==> src/rtl/evt_cnt_pkg.sv <==
`timescale 1ns/1ps
package evt_cnt_pkg;
   localparam int unsigned DIGIT_W = 4;
   typedef logic [DIGIT_W-1:0] digit_t;
   localparam digit_t DIGIT_TOP  = 4'd9;
   localparam digit_t DIGIT_ZERO = 4'd0;
endpackage

==> src/rtl/evt_edge_sync.sv <==
`timescale 1ns/1ps
module evt_edge_sync #(
   parameter int unsigned STAGES = 2
) (
   input  logic clk_i,
   input  logic rst_i,
   input  logic line_i,
   output logic fall_o
);
   initial assert (STAGES >= 2) else $error("evt_edge_sync: STAGES must be at least 2");

   logic [STAGES-1:0] chain_q;
   logic              prev_q;
   logic              settled;

   // resetting to zero means a line that is already high after reset gives no spurious fall
   always_ff @(posedge clk_i) begin
      if (rst_i) begin
         chain_q <= '0;
         prev_q  <= 1'b0;
      end else begin
         chain_q <= {chain_q[STAGES-2:0], line_i};
         prev_q  <= settled;
      end
   end

   assign settled = chain_q[STAGES-1];
   assign fall_o  = prev_q & ~settled;

   // a detected transition lasts one cycle only
   a_r2_single_fall: assert property (@(posedge clk_i) disable iff (rst_i)
      fall_o |=> !fall_o);
endmodule

==> src/rtl/evt_decade.sv <==
`timescale 1ns/1ps
module evt_decade
   import evt_cnt_pkg::*;
(
   input  logic   clk_i,
   input  logic   rst_i,
   input  logic   adv_i,
   output digit_t val_o,
   output logic   wrap_o
);
   digit_t val_q;

   always_ff @(posedge clk_i) begin
      if (rst_i)      val_q <= DIGIT_ZERO;
      else if (adv_i) val_q <= (val_q == DIGIT_TOP) ? DIGIT_ZERO : val_q + 1'b1;
   end

   assign val_o  = val_q;
   assign wrap_o = adv_i && (val_q == DIGIT_TOP);

   a_r3_digit_range: assert property (@(posedge clk_i) disable iff (rst_i)
      val_o <= DIGIT_TOP);
   a_r3_wrap_to_zero: assert property (@(posedge clk_i) disable iff (rst_i)
      (adv_i && val_o == DIGIT_TOP) |=> val_o == DIGIT_ZERO);
   a_r3_step_one: assert property (@(posedge clk_i) disable iff (rst_i)
      (adv_i && val_o != DIGIT_TOP) |=> val_o == $past(val_o) + 1'b1);
   a_r3_idle_hold: assert property (@(posedge clk_i) disable iff (rst_i)
      !adv_i |=> $stable(val_o));
endmodule

==> src/rtl/decade_event_counter.sv <==
`timescale 1ns/1ps
module decade_event_counter
   import evt_cnt_pkg::*;
#(
   parameter int unsigned NUM_DECADES = 3,
   parameter int unsigned SYNC_STAGES = 2
) (
   input  logic                           clk_i,
   input  logic                           clear_i,
   input  logic                           hold_i,
   input  logic                           cnt_i,
   output logic [NUM_DECADES*DIGIT_W-1:0] bcd_o,
   output logic                           wrap_o
);
   localparam int unsigned OUT_W = NUM_DECADES * DIGIT_W;

   initial assert (NUM_DECADES >= 1) else $error("decade_event_counter: need at least one decade");

   logic                 fall;
   logic                 step;
   logic [NUM_DECADES:0] adv;
   logic                 wrap_q;

   evt_edge_sync #(.STAGES(SYNC_STAGES)) u_sync (
      .clk_i  (clk_i),
      .rst_i  (clear_i),
      .line_i (cnt_i),
      .fall_o (fall)
   );

   // a fall seen during hold is dropped here; the detector has already moved on
   assign step   = fall & ~hold_i;
   assign adv[0] = step;

   for (genvar g = 0; g < NUM_DECADES; g++) begin : g_dec
      digit_t d_val;
      evt_decade u_dec (
         .clk_i  (clk_i),
         .rst_i  (clear_i),
         .adv_i  (adv[g]),
         .val_o  (d_val),
         .wrap_o (adv[g+1])
      );
      assign bcd_o[g*DIGIT_W +: DIGIT_W] = d_val;
   end

   always_ff @(posedge clk_i) begin
      if (clear_i) wrap_q <= 1'b0;
      else         wrap_q <= adv[NUM_DECADES];
   end
   assign wrap_o = wrap_q;

   a_r5_hold_keeps: assert property (@(posedge clk_i) disable iff (clear_i)
      hold_i |=> $stable(bcd_o));
   a_r4_no_step_no_change: assert property (@(posedge clk_i) disable iff (clear_i)
      !fall |=> $stable(bcd_o));
   a_r8_wrap_one_cycle: assert property (@(posedge clk_i) disable iff (clear_i)
      wrap_o |=> !wrap_o);
   a_r8_wrap_at_zero: assert property (@(posedge clk_i) disable iff (clear_i)
      wrap_o |-> bcd_o == {OUT_W{1'b0}});
endmodule

==> config.mk <==
export PLATFORM = sky130hd
export DESIGN_NAME = decade_event_counter
export DESIGN_NICKNAME = d
export VERILOG_FILES = /design/src/rtl/evt_cnt_pkg.sv /design/src/rtl/evt_edge_sync.sv /design/src/rtl/evt_decade.sv /design/src/rtl/decade_event_counter.sv
export SDC_FILE = /design/constraint.sdc
export NUM_CORES = 1
export LEC_CHECK = 0
export ABC_AREA = 1
export BUFFER_PORTS_ARGS = -buffer_cell sky130_fd_sc_hd__buf_4
export CAP_MARGIN = 15
export CORE_MARGIN = 8
export CORE_UTILIZATION = 40
export CTS_CLUSTER_DIAMETER = 100
export CTS_CLUSTER_SIZE = 12
export DETAILED_ROUTE_END_ITERATION = 8
export HOLD_SLACK_MARGIN = 0.15
export PLACE_DENSITY_LB_ADDON = 0.08
export SKIP_CTS_REPAIR_TIMING = 1
export SYNTH_ARGS = -nofsm -noshare
export SYNTH_HDL_FRONTEND = slang
export SYNTH_SLANG_ARGS = --single-unit
==> constraint.sdc <==
create_clock -name clk_i -period 1.5 [get_ports clk_i]
set_clock_uncertainty 0.2 [all_clocks]
set_input_delay 0.225 -clock clk_i [delete_from_list [all_inputs] [get_ports clk_i]]
set_output_delay 0.225 -clock clk_i [all_outputs]
set_load 0.01 [all_outputs]
==> results of run 1 <==
-- sequential cells by signal, indices dropped and copies added (netlist names) --
name and cells:
g_dec.u_dec.val_o 12, wrap_o 1, u_sync.chain_q 2, u_sync.prev_q 1
-- cells by family (layout without fill, tap and decap cells) --
kind of cell,Yosys count,count (layout),synth area share [%]
flip-flops,16,16,39.4
XOR/XNOR,2,2,2.16
buffers and inverters,17,38,7.86
AND/OR/NAND/NOR,62,62,41.9
AO/OA/AOI/OAI,14,14,8.63
-- layout by cell type (no fill, tap or decap) --
cell type	count
nand2_1	31
dfxtp_1	16
buf_4	16
inv_1	13
nor2_1	9
nand3_1	9
a21oi_1	9
o21ai_0	4
inv_2	3
nor2_4	3
clkbuf_4	3
nor2_2	2
nand2_2	2
xor2_1	2
dlygate4sd3_1	2
nand3_4	1
nor3_1	1
nor3b_2	1
nand2_4	1
nand3b_4	1
nor2_8	1
o21ai_1	1
clkbuf_8	1
-- final timing paths --
| kind | endpoint | depth (start not counted) |
|---|---|---|
| max | g_dec[0].u_dec.val_o[3] | 5 |
| min | g_dec[0].u_dec.val_o[3] | 3 |
| max reg2reg | g_dec[2].u_dec.val_o[0] | 7 |
| min reg2reg | u_sync.chain_q[1] | 2 |
-- metal layers --
layer  vias up  part of all wire [%]
met5         -                     0
met4         0                  0.83
met3         2                   4.2
met2         8                    47
met1       314                    48
li1        387                     -
-- worst max-delay path: cells and delay by family --
family / cells / cell delay, ps
AO/OA/AOI/OAI: 2 / 260
buffers and inverters: 3 / 930
-- final cells by class --
type	instances	area, um2	share of cell area (%)
Timing Repair Buffer	18	140	13.8
Clock buffer	4	36.3	3.56
Sequential cell	16	320	31.4
Inverter	16	60.1	5.90
Multi-Input combinational cell	78	428	42.0
Tap cell	27	33.8	3.32
-- through the flow --
step	utilization [%]	worst slack (ps)	instance area [um2]
floorplan	-	202	812
global placement	49.5	173	962
detailed placement	49.5	140	962
CTS	51.4	123	998
global route	52.4	-0.281	1020
finish	52.4	111	1020
-- report_power, final --
group          switching, W  internal [W]
clock network      0.000139      0.000148
logic             0.0000196     0.0000158
registers        0.00000232      0.000428
total              0.000161      0.000592
==> results.toml, run 1 <==
[sta]
maxSlewHeadroom_pct = 83.3
period_share_pct = 92.6
hold_ws_ps = 35.0
hold_viol = 0
finalCriticalPeriod_ps = 1390
report.final.slew_viol_count = 0
timing.fmax_mhz = 720
finalSetupTns_ps = 0
setup_viol = 0
tightest_slew_ps = 250

[critical_path]
cp.arrival_ps = 1410
path_max_fanout = 11
rrSetupSlack_ps = 140
crit_chain = "dlygate4sd3_1, buf_4, inv_1, o21ai_0, a21oi_1"
r2r_start = "g_dec[0].u_dec.val_o[0]"
crit_path_start = "clear_i"
cp_slowest_stage_delay_ps = 540
path_class = "input port to flop"
cp.required_ps = 1530
crit_slowest_cell = "dlygate4sd3_1"
end_kind = "flop"
startpoint_type = "input port"

[route]
finalWirelength_mm = 1.56
wl_per_cell_um = 9.84
drtIter0Drc = 14
ant_nets = 0
viasPerCell = 4.47
drc = 0
firstDrtPassIters = 2
vias = 711

[layout]
antenna_cells = 0
final_nets = 137
drive_above_1_share_pct = 26.5
n_fill_cell = 200
areaGrowthSynthToFinish_pct = 25.4
final_cells = 159

[synthesis]
yosysMostFrequentCell = "nand2_1"
synth-edff-count = 0
synth_flop_cell = "dfxtp_1"
synth_area_per_cell_um2 = 7.32
ys_top_cells_by_area = "dfxtp_1 (39%), nand2_1 (14%), inv_1 (6.0%)"
yosys_warnings = 0
syn-num-nets = 115
yosysSeqAreaShare_pct = 39.4
ys_types = 20
ys_top_cells_by_count = "nand2_1 (31), dfxtp_1 (16), inv_1 (13)"
async_reset_ff_share_pct = 0
ys_ff_latch = 16
synth_top_area_cell = "dfxtp_1"
synth_area_um2 = 812
synthCells = 111
synth_top_area_share_pct = 39.4

[place]
place_congestion = 0.745
port_buffers = 16
dp_cells = 153
dp_hpwl_mm = 1.23

[global_route]
grt.overflow.total = 0
antenna_found_initial = 0
grt_pass1_vias = 667
met2_usage_pct = 15.7
grt_pass1_wl_mm = 2.69
use_met3_pct = 2.09
grt_usage_pct = 9.54
grt_max_degree = 12
grt-busiest-layer = "met2"
use_met1_pct = 10.9

[clock_network]
cts.path.max_buffers = 2
ctsRootBufferMaster = "clkbuf_4"
clkLatencyLatePin_ps = 280
path_clk_slew_ps = 100
clock_sinks = 16
htreeDepth = 1
cts_buffers = 3
cts_tree = "yes"

[pwr]
total_power_w = 0.000752
power_density_nw_per_um2 = 739
ir_worst_vdd_uv = 535
leakagePower_nw = 0.457

[min_path]
min_path_type = "input port to flop"
min_from = "hold_i"

[floorplanning]
fp-row-count = 16
fp.dieW_um = 61.1
core_um2 = 1940
start_util_pct = 41.8
die_h_um = 61.1
die-area_um2 = 3730
io_pins = 17

[outcome]
status = "completed"

[job]
cap_violations = 0
No activity file was read; power rests on OpenSTA's default activity.
==> inputs of run 2 (changes only) <==
- PLACE_DENSITY_LB_ADDON: 0.08 -> not set
==> run 2 against run 1 <==
Compared with the run above: sequential share of layout area rose by 0.43 points; wire length rose by 3.5%; count of clock-buffer cells in the layout fell by 1.
==> results.toml, run 2 (synthesized netlist as in run 1, its figures left out) <==
[outcome]
status = "completed"

[route]
drtIter0Drc = 14
firstDrtPassIters = 4
ant_nets = 0
wl_per_cell_um = 10.2
vias = 709
finalWirelength_mm = 1.62
drc = 0
viasPerCell = 4.49

[critical_path]
crit_slowest_cell = "dlygate4sd3_1"
cp.required_ps = 1520
r2r_end = "g_dec[1].u_dec.val_o[0]"
r2r_start = "u_sync.prev_q"
cp_slowest_stage_delay_ps = 530
startpoint_type = "input port"
crit_family = "buffers and inverters"
worstRegToRegCells = 5
rrSetupSlack_ps = 170
path_max_fanout = 11
cp.arrival_ps = 1380
end_kind = "flop"
worstPathBufferInverterCount = 3
path_class = "input port to flop"
crit_chain = "dlygate4sd3_1, buf_4, inv_1, o21ai_0, a21oi_1"

[global_route]
grt_max_degree = 12
grt_pass1_wl_mm = 2.78
use_met3_pct = 2.51
use_met1_pct = 10.2
grt.overflow.total = 0
met2_usage_pct = 17.5
antenna_found_initial = 0
grt-busiest-layer = "met2"
grt_pass1_vias = 690
grt_usage_pct = 9.88

[layout]
final_nets = 137
mostFrequentLayoutCell = "nand2_1"
mostFrequentLayoutCells = "nand2_1 (31), dfxtp_1 (16), buf_4 (16), inv_1 (13)"
final_area_um2 = 1000
antenna_cells = 0
areaGrowthSynthToFinish_pct = 23.7
drive_above_1_share_pct = 26.0
top_register = "g_dec.u_dec.val_o"
n_fill_cell = 212
biggestRegsByFlops = "g_dec.u_dec.val_o: 12 flops, u_sync.chain_q: 2 flops"
largest_reg_flops = 12
final_cells = 158

[sta]
hold_ws_ps = 41.9
maxSlewHeadroom_pct = 83.2
tightest_slew_ps = 251
setup_viol = 0
hold_viol = 0
fin_ws_ps = 136
rsz0062_at_grt = "no"
timing.fmax_mhz = 733
finalCriticalPeriod_ps = 1360
report.final.slew_viol_count = 0
finalSetupTns_ps = 0
period_share_pct = 90.9

[place]
port_buffers = 16
dp_hpwl_mm = 1.28
pre_cts_slack_ps = 180
dp_cells = 153
placed_cell_area_um2 = 962
place_congestion = 0.766

[job]
cap_violations = 0

[min_path]
holdPathStages = 3
min_from = "hold_i"
hold_end = "g_dec[0].u_dec.val_o[3]"
min_path_type = "input port to flop"

[clock_network]
cts_tree = "yes"
cts.path.max_buffers = 2
ctsRootBufferMaster = "clkbuf_4"
htreeDepth = 1
cts_buffers = 3
clock_sinks = 16
path_clk_slew_ps = 80
clkLatencyLatePin_ps = 280

[floorplanning]
die_h_um = 61.1
core_um2 = 1940
die-area_um2 = 3730
io_pins = 17
fp-row-count = 16
start_util_pct = 41.8
fp.dieW_um = 61.1

[pwr]
leakagePower_nw = 0.450
power_density_nw_per_um2 = 681
ir_worst_vdd_uv = 486
run 2: cell types whose count changed in the layout (fill, tap and decap cells not counted):
cell	change
clkbuf_8	-1
run 2: worst max path at each step:
stage | from | to | slack (ps) | cells past startpoint
after floorplan | g_dec[0].u_dec.val_o[0] | g_dec[2].u_dec.val_o[0] | 200 | 7
after global placement | g_dec[0].u_dec.val_o[0] | g_dec[2].u_dec.val_o[0] | 170 | 7
after detailed placement | u_sync.prev_q | g_dec[2].u_dec.val_o[0] | 180 | 7
after global routing | clear_i | g_dec[0].u_dec.val_o[3] | 40 | 5
final | clear_i | g_dec[0].u_dec.val_o[3] | 140 | 5
after CTS | g_dec[0].u_dec.val_o[1] | bcd_o[1] | 150 | 1
run 2: power breakdown:
part | internal [W] | total, W | switching (W)
Clock | 0.0000932 | 0.000219 | 0.000126
Combinational | 0.0000158 | 0.0000349 | 0.0000191
Sequential | 0.000428 | 0.000431 | 0.00000252
run 2: worst register-to-register path, delay by kind of cell (launching register included):
kind / cells / cell delay [ps]
compound gates: 2 / 200
flops: 1 / 390
simple gates: 3 / 450
run 2: layer usage:
layer	part of all wire, %	up-vias
li1	-	385
met1	44	307
met2	49	12
met3	5.1	5
met4	2.5	0
met5	0	-
run 2: final cells by class:
class                   count  area (um2)  share of cell area [%]
clock buffers               3        22.5                    2.24
well taps                  27        33.8                    3.36
repair buffers             18         140                    13.9
inverters                  16        60.1                    5.98
multi-input cells          78         428                    42.6
flip-flops and latches     16         320                    31.9
run 2: through the flow:
stage / util [%] / total power [W]
final: 51.7 / 0.000684
after global routing: 51.7 / 0.000713
after CTS: 50.7 / 0.000693
after detailed placement: 49.5 / 0.000472
after global placement: 49.5 / 0.000472
after floorplan: - / 0.000460
